## config.mk

```make
export PLATFORM = sky130hd
export DESIGN_NAME = da_fir
export DESIGN_NICKNAME = d
export VERILOG_FILES = /design/src/rtl/da_fir_pkg.sv /design/src/rtl/da_fir_delay_line.sv /design/src/rtl/da_fir_addr_gen.sv /design/src/rtl/da_fir_group_rom.sv /design/src/rtl/da_fir_sum_tree.sv /design/src/rtl/da_fir_shift_acc.sv /design/src/rtl/da_fir.sv
export SDC_FILE = /design/constraint.sdc
export NUM_CORES = 1
export LEC_CHECK = 0
export ABC_AREA = 1
export CORE_ASPECT_RATIO = 2
export CORE_MARGIN = 2
export CORE_UTILIZATION = 40
export CTS_BUF_LIST = sky130_fd_sc_hd__clkbuf_2 sky130_fd_sc_hd__clkbuf_4 sky130_fd_sc_hd__clkbuf_8
export CTS_CLUSTER_DIAMETER = 150
export DETAILED_ROUTE_END_ITERATION = 10
export DONT_BUFFER_PORTS = 1
export PLACE_DENSITY = 0.62
export SETUP_SLACK_MARGIN = 0.2
export SYNTH_ARGS = -nofsm -noshare
export SYNTH_HDL_FRONTEND = slang
export SYNTH_SLANG_ARGS = --single-unit
```

## constraint.sdc

```tcl
create_clock -name clk -period 8.2 [get_ports clk]
set_clock_uncertainty 0.2 [all_clocks]
set_input_delay 1.64 -clock clk [delete_from_list [all_inputs] [get_ports clk]]
set_output_delay 1.64 -clock clk [all_outputs]
set_load 0.005 [all_outputs]
```

## src/rtl/da_fir_pkg.sv

```systemverilog
package da_fir_pkg;

  typedef enum logic {
    ST_IDLE = 1'b0,
    ST_RUN  = 1'b1
  } run_state_t;

endpackage

```

## src/rtl/da_fir_delay_line.sv

```systemverilog
module da_fir_delay_line #(
  parameter int DATA_W = 8,
  parameter int TAPS   = 16
) (
  input  logic                   clk,
  input  logic                   rst,
  input  logic                   shift_en,
  input  logic [DATA_W-1:0]      din,
  output logic [TAPS*DATA_W-1:0] taps_flat
);

  logic [DATA_W-1:0] stage [TAPS];

  always_ff @(posedge clk) begin
    if (rst) begin
      for (int i = 0; i < TAPS; i++) stage[i] <= '0;
    end else if (shift_en) begin
      stage[0] <= din;
      for (int i = 1; i < TAPS; i++) stage[i] <= stage[i-1];
    end
  end

  for (genvar g = 0; g < TAPS; g++) begin : g_flat
    assign taps_flat[g*DATA_W +: DATA_W] = stage[g];
  end

endmodule

```

## src/rtl/da_fir_addr_gen.sv

```systemverilog
module da_fir_addr_gen #(
  parameter int DATA_W = 8,
  parameter int TAPS   = 16,
  parameter int BIT_W  = 3
) (
  input  logic [TAPS*DATA_W-1:0] taps_flat,
  input  logic [BIT_W-1:0]       bit_sel,
  output logic [TAPS-1:0]        slice
);

  for (genvar g = 0; g < TAPS; g++) begin : g_slice
    logic [DATA_W-1:0] sample;
    assign sample   = taps_flat[g*DATA_W +: DATA_W];
    assign slice[g] = sample[bit_sel];
  end

endmodule

```

## src/rtl/da_fir_group_rom.sv

```systemverilog
module da_fir_group_rom #(
  parameter int                       COEF_W = 8,
  parameter int                       GROUP  = 4,
  parameter int                       ENT_W  = 10,
  parameter logic [GROUP*COEF_W-1:0]  GCOEFS = '0
) (
  input  logic [GROUP-1:0]        addr,
  output logic signed [ENT_W-1:0] entry
);

  localparam int DEPTH = 2 ** GROUP;

  function automatic logic [DEPTH*ENT_W-1:0] build_table();
    logic [DEPTH*ENT_W-1:0] tbl;
    logic signed [ENT_W-1:0] s;
    logic [COEF_W-1:0] c;
    tbl = '0;
    for (int a = 0; a < DEPTH; a++) begin
      s = '0;
      for (int t = 0; t < GROUP; t++) begin
        if (((a >> t) & 1) == 1) begin
          c = GCOEFS[t*COEF_W +: COEF_W];
          s = s + {{(ENT_W-COEF_W){c[COEF_W-1]}}, c};
        end
      end
      tbl[a*ENT_W +: ENT_W] = s;
    end
    return tbl;
  endfunction

  localparam logic [DEPTH*ENT_W-1:0] TABLE = build_table();

  assign entry = TABLE[addr*ENT_W +: ENT_W];

endmodule

```

## src/rtl/da_fir_sum_tree.sv

```systemverilog
module da_fir_sum_tree #(
  parameter int GROUPS = 4,
  parameter int ENT_W  = 10,
  parameter int SUM_W  = 12
) (
  input  logic [GROUPS*ENT_W-1:0] ent_flat,
  output logic signed [SUM_W-1:0] sum
);

  always_comb begin
    sum = '0;
    for (int g = 0; g < GROUPS; g++) begin
      sum = sum + SUM_W'($signed(ent_flat[g*ENT_W +: ENT_W]));
    end
  end

endmodule

```

## src/rtl/da_fir_shift_acc.sv

```systemverilog
module da_fir_shift_acc #(
  parameter int SUM_W = 12,
  parameter int ACC_W = 20,
  parameter int BIT_W = 3
) (
  input  logic                    clk,
  input  logic                    rst,
  input  logic                    run,
  input  logic                    first,
  input  logic                    last,
  input  logic [BIT_W-1:0]        bit_sel,
  input  logic signed [SUM_W-1:0] slice_sum,
  output logic signed [ACC_W-1:0] acc_next
);

  logic signed [ACC_W-1:0] acc;
  logic signed [ACC_W-1:0] term_ext;
  logic signed [ACC_W-1:0] weighted;
  logic signed [ACC_W-1:0] base;

  always_comb begin
    term_ext = ACC_W'(slice_sum);
    weighted = term_ext <<< bit_sel;
    base     = first ? '0 : acc;
    acc_next = last ? (base - weighted) : (base + weighted);
  end

  always_ff @(posedge clk) begin
    if (rst) acc <= '0;
    else if (run) acc <= acc_next;
  end

endmodule

```

## src/rtl/da_fir.sv

```systemverilog
module da_fir #(
  parameter int                       DATA_W = 8,
  parameter int                       COEF_W = 8,
  parameter int                       TAPS   = 16,
  parameter int                       GROUP  = 4,
  parameter logic [TAPS*COEF_W-1:0]   COEFS  =
    128'h03FB_0CEC_233C_5A80_7F5A_3C23_EC0C_FB03,
  localparam int                      ACC_W  = DATA_W + COEF_W + $clog2(TAPS)
) (
  input  logic              clk,
  input  logic              rst,
  input  logic              in_valid,
  input  logic [DATA_W-1:0] in_data,
  output logic              in_ready,
  output logic              out_valid,
  output logic [ACC_W-1:0]  out_data
);

  import da_fir_pkg::*;

  localparam int GROUPS = TAPS / GROUP;
  localparam int ENT_W  = COEF_W + $clog2(GROUP);
  localparam int SUM_W  = COEF_W + $clog2(TAPS);
  localparam int BIT_W  = (DATA_W > 1) ? $clog2(DATA_W) : 1;
  localparam logic [BIT_W-1:0] LAST_BIT = BIT_W'(DATA_W - 1);

  run_state_t               state;
  logic [BIT_W-1:0]         bit_cnt;
  logic                     accept;
  logic                     first_bit;
  logic                     last_bit;
  logic                     running;
  logic [TAPS*DATA_W-1:0]   taps_flat;
  logic [TAPS-1:0]          slice;
  logic [GROUPS*ENT_W-1:0]  ent_flat;
  logic signed [SUM_W-1:0]  slice_sum;
  logic signed [ACC_W-1:0]  acc_next;

  assign accept    = in_valid && (state == ST_IDLE);
  assign running   = (state == ST_RUN);
  assign first_bit = (bit_cnt == '0);
  assign last_bit  = (bit_cnt == LAST_BIT);
  assign in_ready  = (state == ST_IDLE);

  da_fir_delay_line #(
    .DATA_W(DATA_W),
    .TAPS  (TAPS)
  ) u_dline (
    .clk      (clk),
    .rst      (rst),
    .shift_en (accept),
    .din      (in_data),
    .taps_flat(taps_flat)
  );

  da_fir_addr_gen #(
    .DATA_W(DATA_W),
    .TAPS  (TAPS),
    .BIT_W (BIT_W)
  ) u_addr (
    .taps_flat(taps_flat),
    .bit_sel  (bit_cnt),
    .slice    (slice)
  );

  for (genvar g = 0; g < GROUPS; g++) begin : g_rom
    logic signed [ENT_W-1:0] entry;
    da_fir_group_rom #(
      .COEF_W(COEF_W),
      .GROUP (GROUP),
      .ENT_W (ENT_W),
      .GCOEFS(COEFS[g*GROUP*COEF_W +: GROUP*COEF_W])
    ) u_rom (
      .addr (slice[g*GROUP +: GROUP]),
      .entry(entry)
    );
    assign ent_flat[g*ENT_W +: ENT_W] = entry;
  end

  da_fir_sum_tree #(
    .GROUPS(GROUPS),
    .ENT_W (ENT_W),
    .SUM_W (SUM_W)
  ) u_tree (
    .ent_flat(ent_flat),
    .sum     (slice_sum)
  );

  da_fir_shift_acc #(
    .SUM_W(SUM_W),
    .ACC_W(ACC_W),
    .BIT_W(BIT_W)
  ) u_acc (
    .clk      (clk),
    .rst      (rst),
    .run      (running),
    .first    (first_bit),
    .last     (last_bit),
    .bit_sel  (bit_cnt),
    .slice_sum(slice_sum),
    .acc_next (acc_next)
  );

  always_ff @(posedge clk) begin
    if (rst) begin
      state     <= ST_IDLE;
      bit_cnt   <= '0;
      out_valid <= 1'b0;
      out_data  <= '0;
    end else begin
      out_valid <= 1'b0;
      case (state)
        ST_IDLE: begin
          if (in_valid) begin
            state   <= ST_RUN;
            bit_cnt <= '0;
          end
        end
        default: begin
          if (last_bit) begin
            state     <= ST_IDLE;
            bit_cnt   <= '0;
            out_valid <= 1'b1;
            out_data  <= acc_next;
          end else begin
            bit_cnt <= bit_cnt + 1'b1;
          end
        end
      endcase
    end
  end

endmodule

```

* Word level (Yosys, flattened, before mapping)
Memory sizes are Yosys's and may differ from the RTL's.
Index checks and enable logic that the tools add are counted.
Widths: inputs -> output; s select.
** Cells by class
- $add $sub $neg :: 6
- $mul :: 4
- $lt $le $gt $ge :: 1
- Equality and inequality tests :: 1
- Shift-type cells :: 5
- Mux-type cells :: 62
- Bitwise operators :: 17
- Reductions and logical operators :: 5
** Operator list (number)
- $shiftx 160x9->10 const A :: 4
- $mux 8 :: 16
- $bmux 1 s3 :: 16
- $mux 20 :: 2
- $mul 4x3->7 const B :: 4
- $mux 1 :: 25
- $add 20x20->20 :: 1
- $sshl 12x3->20 :: 1
- $sub 20x20->20 :: 1
- $or 1x1->1 :: 16
- $add 11x10->12 :: 1
- $add 12x10->12 :: 1
- $add 10x10->11 :: 1
- $mux 3 :: 3
- $lt 3x4->1 const B :: 1
- $add 3x1->3 const B :: 1
- $eq 3x3->1 const B :: 1
- $logic_not 3->1 :: 1
- $reduce_and 2->1 :: 1
- $reduce_bool 2->1 :: 1
- $reduce_or 2->1 :: 1
- $logic_and 1x1->1 :: 1
- $not 1->1 :: 1
** Storage, ports and cells
- Register bits :: 45
- Bits in writable memories :: 128
- Input bits :: 11
- Output and inout port bits :: 22
- Word-level logic and storage cells :: 107
- Memories :: 1
** Memories
- u_dline.stage :: words 16, width 8, read ports 16, clocked after Yosys merged registers in 0, write ports 16, line da_fir_delay_line.sv:12 : logic [DATA_W-1:0] stage [TAPS];

* Depth between registers and ports, before layout
An unclocked memory read counts as a cell.
- Depth after elaboration :: 11
- Mapped depth :: 50

* Cells and area by module
A second synthesis with hierarchy kept.
** Second synthesis, totals
- Cell total of the unflattened synthesis :: 1756
- Area total of the unflattened synthesis :: 12653.4 sq um
** Modules (own cells, without submodules)
- da_fir_delay_line :: instances 1, cells each 401, area each 5161.2 sq um, sequential area each 3843.7 sq um
- da_fir_shift_acc :: instances 1, cells each 498, area each 2844.0 sq um, sequential area each 400.4 sq um
- da_fir_addr_gen :: instances 1, cells each 426, area each 1761.7 sq um, sequential area each 0.0 sq um
- da_fir_sum_tree :: instances 1, cells each 174, area each 1154.9 sq um, sequential area each 0.0 sq um
- da_fir :: instances 1, cells each 118, area each 929.6 sq um, sequential area each 500.5 sq um
- da_fir_group_rom at g_rom[1].u_rom :: instances 1, cells each 51, area each 277.8 sq um, sequential area each 0.0 sq um
- da_fir_group_rom at g_rom[3].u_rom :: instances 1, cells each 30, area each 182.7 sq um, sequential area each 0.0 sq um
- da_fir_group_rom at g_rom[0].u_rom :: instances 1, cells each 31, area each 173.9 sq um, sequential area each 0.0 sq um
- da_fir_group_rom at g_rom[2].u_rom :: instances 1, cells each 27, area each 167.7 sq um, sequential area each 0.0 sq um

* Worst setup path after synthesis
Ideal clock, no wire load.
- Kind :: register to register
- Start :: register bit_cnt[0]
- End :: register u_acc.acc[18]
- Arrival time :: 7115 ps
- Setup slack :: 772 ps
- Stages on the path, launching flop included :: 48
- Buffers on the path :: 4
- Clock period less this slack :: 7428 ps
- Cells stage by stage :: dfxtp_1 inv_2 buf_6 buf_2 buf_2 buf_2 a21oi_1 o21ai_0 nand2_1 inv_1 o21ai_0 inv_1 ha_1 inv_1 nor3_1 nor2_1 fa_1 inv_1 (+12 left out) nor2_2 nor2_1 xor2_1 ha_1 nand2_1 or2_0 nand3_1 a21boi_1 o21ai_0 a21boi_1 o21ai_0 nand2_1 nand2_1 nand2_1 nand3_1 nand2_1 o21ai_1 inv_1
** On the way
- Word-level cells in the longest chain between the ends :: 10
- Elaborated cells between the ends (all ways) :: 50
** Ends and longest elaborated chain
- start: declaration :: line da_fir.sv:28 : logic [BIT_W-1:0] bit_cnt;
- start signal: assignment :: line da_fir.sv:126 : bit_cnt <= bit_cnt + 1'b1;
- $bmux 1 s3 :: line da_fir_addr_gen.sv:14 : assign slice[g] = sample[bit_sel];
- $mux 1 (implied by the code) :: line da_fir_addr_gen.sv:14
- $mul 4x3->7 :: line da_fir_group_rom.sv:33 : assign entry = TABLE[addr*ENT_W +: ENT_W];
- $shiftx 160x9->10 :: line da_fir_group_rom.sv:33
- $add 10x10->11 :: line da_fir_sum_tree.sv:13 : sum = sum + SUM_W'($signed(ent_flat[g*ENT_W +: ENT_W]));
- $add 11x10->12 :: line da_fir_sum_tree.sv:13
- $add 12x10->12 :: line da_fir_sum_tree.sv:13
- $sshl 12x3->20 :: line da_fir_shift_acc.sv:23 : weighted = term_ext <<< bit_sel;
- $add 20x20->20 / $sub 20x20->20 (equally long branches) :: line da_fir_shift_acc.sv:25 : acc_next = last ? (base - weighted) : (base + weighted);
- $mux 20 (*) :: line da_fir_shift_acc.sv:25
- end signal: assignment :: line da_fir_shift_acc.sv:30 : else if (run) acc <= acc_next;
- end: declaration :: line da_fir_shift_acc.sv:16 : logic signed [ACC_W-1:0] acc;
Every way passes the cells marked *; elsewhere a longest branch is shown, timed or not. The select of a mux whose other input is x is not followed.
A chain may end at the register's enable or synchronous reset.

* Final worst setup path
- Start :: register bit_cnt[0]
- End :: register u_acc.acc[19]
Same word-level chain as after synthesis.

==> results_dict.tcl <==
set metrics [dict create \
    final.period_utilization 0.907 \
    viasPerCell 5.04 \
    cts_max_path_buffers 2 \
    synth-edff-count 128 \
    synth_cells 1427 \
    path_clk_slew_ps 90 \
    cts_tree "done" \
    max_freq_mhz 134 \
    dp_cells 1745 \
    cap_violations 0 \
    synth_area_um2 11100 \
    hold_depth 2 \
    critical_path_depth 44 \
    final.setup.tns_ps 0 \
    slowest_stage "fa_1" \
    whs_ps 276 \
    ys_seq_elements 173 \
    yosys_warnings 0 \
    hold_start "out_data[18]" \
    route.detailed.drc 0 \
    rr_endpoint "u_acc.acc[19]" \
    die-height_um 240 \
    clkLatencyLatePin_ps 510 \
    tightest_slew_ps 923 \
    reg2reg_from "bit_cnt[0]" \
    final_nets 1504 \
    numCtsBuffers 17 \
    finalCriticalPeriod_ps 7440 \
    routabilityCongestion 0.945 \
    setup_viol 0 \
    grt_first_pass_wirelength_mm 43.9 \
    clock-root-buffer "clkbuf_8" \
    hold_buffers 0 \
    postRouteAntennaNets 0 \
    clock-sinks 173 \
    wirelength_mm 27.4 \
    critical_path.top_delay_family "simple AND/OR/NAND/NOR gates" \
    postLayoutCoreUtil 0.439 \
    gr-total-overflow 0 \
    initial_core_util 0.405 \
    die_x_um 122 \
    port-buffer-count 0 \
    relSlewSlack 0.385 \
    synth_ff_type "edfxtp_1" \
    io_pins 33 \
    grt_max_degree 81 \
    yosysUniqueCellTypes 44 \
    drv_slew 0 \
    drt_pass1_iterations 5 \
    r2r_slack_ps 760 \
    max_stage_delay_ps 530 \
    min_to "out_data[18]" \
    die_area_um2 29200 \
    grt_pass1_vias 8968 \
    dpl.hpwl_mm 20.4 \
    synthesis.nets 1517 \
    syn_to_final_growth_pct 8.35 \
    cp.arrival_ps 7660 \
    grt_setup_unrepaired "no" \
    endpoint_kind "flip-flop" \
    hold_class "flip-flop to flip-flop" \
    antenna_found_initial 1 \
    required_ps 8430 \
    hold_viol 0 \
    layout.cells.non_filler 1780 \
    synth-seq-area-share 0.427 \
    crit_fanout 55 \
    path_class "flip-flop to flip-flop" \
    path_common_cell "nand2_1" \
    ys_async_sr_fraction 0 \
    cts_max_level 4 \
    grt_usage 0.196 \
    core-area_um2 27400 \
    status "complete, no violations" \
    wl_per_cell_um 15.4 \
    drive_above_1_share 0.0582 \
    avgSynthCellArea_um2 7.78 \
    path_buf_inv 9 \
    rows 86 \
    drt_iter0_drc 345 \
    start_kind "flip-flop" \
    dr_total_vias 8970 \
    r2r_cells 44 \
]
[registers in the layout, indices dropped and copies added, names as in the netlist]
signal         cells
bit_cnt            3
out_data          20
out_valid          1
running            1
u_acc.acc         20
u_dline.stage    128
[worst max-delay path by stage]
stage | startpoint | endpoint
finish | bit_cnt[0] | u_acc.acc[19]
global route | bit_cnt[0] | out_data[19]
CTS | bit_cnt[0] | u_acc.acc[18]
detailed placement | bit_cnt[0] | u_acc.acc[18]
global placement | bit_cnt[0] | u_acc.acc[18]
floorplan | bit_cnt[0] | u_acc.acc[18]
[layout by cell type (no fill, tap or decap), types with 14 or more instances in the layout]
cell type,Yosys,final
inv_1,278,279
nand2_1,238,234
nor2_1,185,185
edfxtp_1,128,128
o21ai_0,113,108
a21oi_1,106,106
nand3_1,85,83
ha_1,59,58
dfxtp_1,45,43
xor2_1,25,24
buf_4,0,23
fa_1,20,20
clkbuf_8,0,20
o21ai_1,9,14
[synth_stat cells, types with 2 or more instances]
cell / number / area share
a21boi_1: 2 / 0.0014
a21oi_1: 106 / 0.048
a22o_1: 7 / 0.0055
a31oi_1: 2 / 0.0011
and2_1: 2 / 0.0011
buf_1: 12 / 0.0041
buf_2: 12 / 0.0054
clkbuf_1: 33 / 0.011
dfxtp_1: 45 / 0.081
edfxtp_1: 128 / 0.35
fa_1: 20 / 0.036
ha_1: 59 / 0.066
inv_1: 278 / 0.094
inv_2: 2 / 0.00068
nand2_1: 238 / 0.080
nand3_1: 85 / 0.038
nand3b_1: 5 / 0.0034
nand4_1: 7 / 0.0039
nor2_1: 185 / 0.063
nor3_1: 3 / 0.0014
nor3_2: 2 / 0.0018
o211ai_1: 9 / 0.0061
o21a_1: 2 / 0.0014
o21ai_0: 113 / 0.051
o21ai_1: 9 / 0.0041
o21ai_2: 3 / 0.0024
o22ai_1: 3 / 0.0017
o31ai_1: 3 / 0.0020
or2_1: 2 / 0.0011
or2_2: 4 / 0.0023
xnor2_1: 9 / 0.0071
xor2_1: 25 / 0.020
[logic make-up (layout without fill, tap and decap cells)]
kind of cell	Yosys count	count (layout)	share of synthesized area
AND/OR/NAND/NOR	538	538	0.199
flip-flops	173	173	0.427
buffers and inverters	339	339	0.117
XOR/XNOR	34	34	0.0268
other	0	1	0
adder cells (fa/ha/maj)	79	79	0.103
AO/OA/AOI/OAI	264	264	0.128
[layout make-up]
class	count	area, µm²
Clock buffer	22	290
Fill cell	2792	15400
Clock inverter	10	139
Multi-Input combinational cell	915	5140
Timing Repair Buffer	26	215
Sequential cell	173	4750
Antenna cell	1	2.50
Inverter	281	1060
Tap cell	352	440
[timing repair]
action	4_1_cts	5_1_grt
buffers inserted	0	2
resized for setup	0	25
setup endpoints to repair	0	13
[tightest hold or removal path, cell delays in order, from the launching register on]
cell	delay, ps
dfxtp_1	330
nand2_1	60
nand2_1	40
[metrics by stage]
step           instance area (µm²)  worst slack (ps)
2_1_floorplan                11100               772
3_3_place_gp                 11500               638
3_5_place_dp                 11500               419
4_1_cts                      11900               399
5_1_grt                      12000               158
6_report                     12000               764
[routing by layer]
| metal | part of all wire | vias up | routed length (µm) | global-route usage |
|---|---|---|---|---|
| met3 | 0.027 | 83 | 729 | 0.0345 |
| met1 | 0.34 | 4184 | 9430 | 0.176 |
| met4 | 0.057 | 0 | 1560 | 0.115 |
| met2 | 0.57 | 174 | 15600 | 0.393 |
| met5 | 0 | - | 0 | 0 |
| li1 | - | 4529 | - | - |
Power is left out: the tool's default activity adds up to more than one toggle a clock period on the data nets, which glitch-free logic cannot reach.
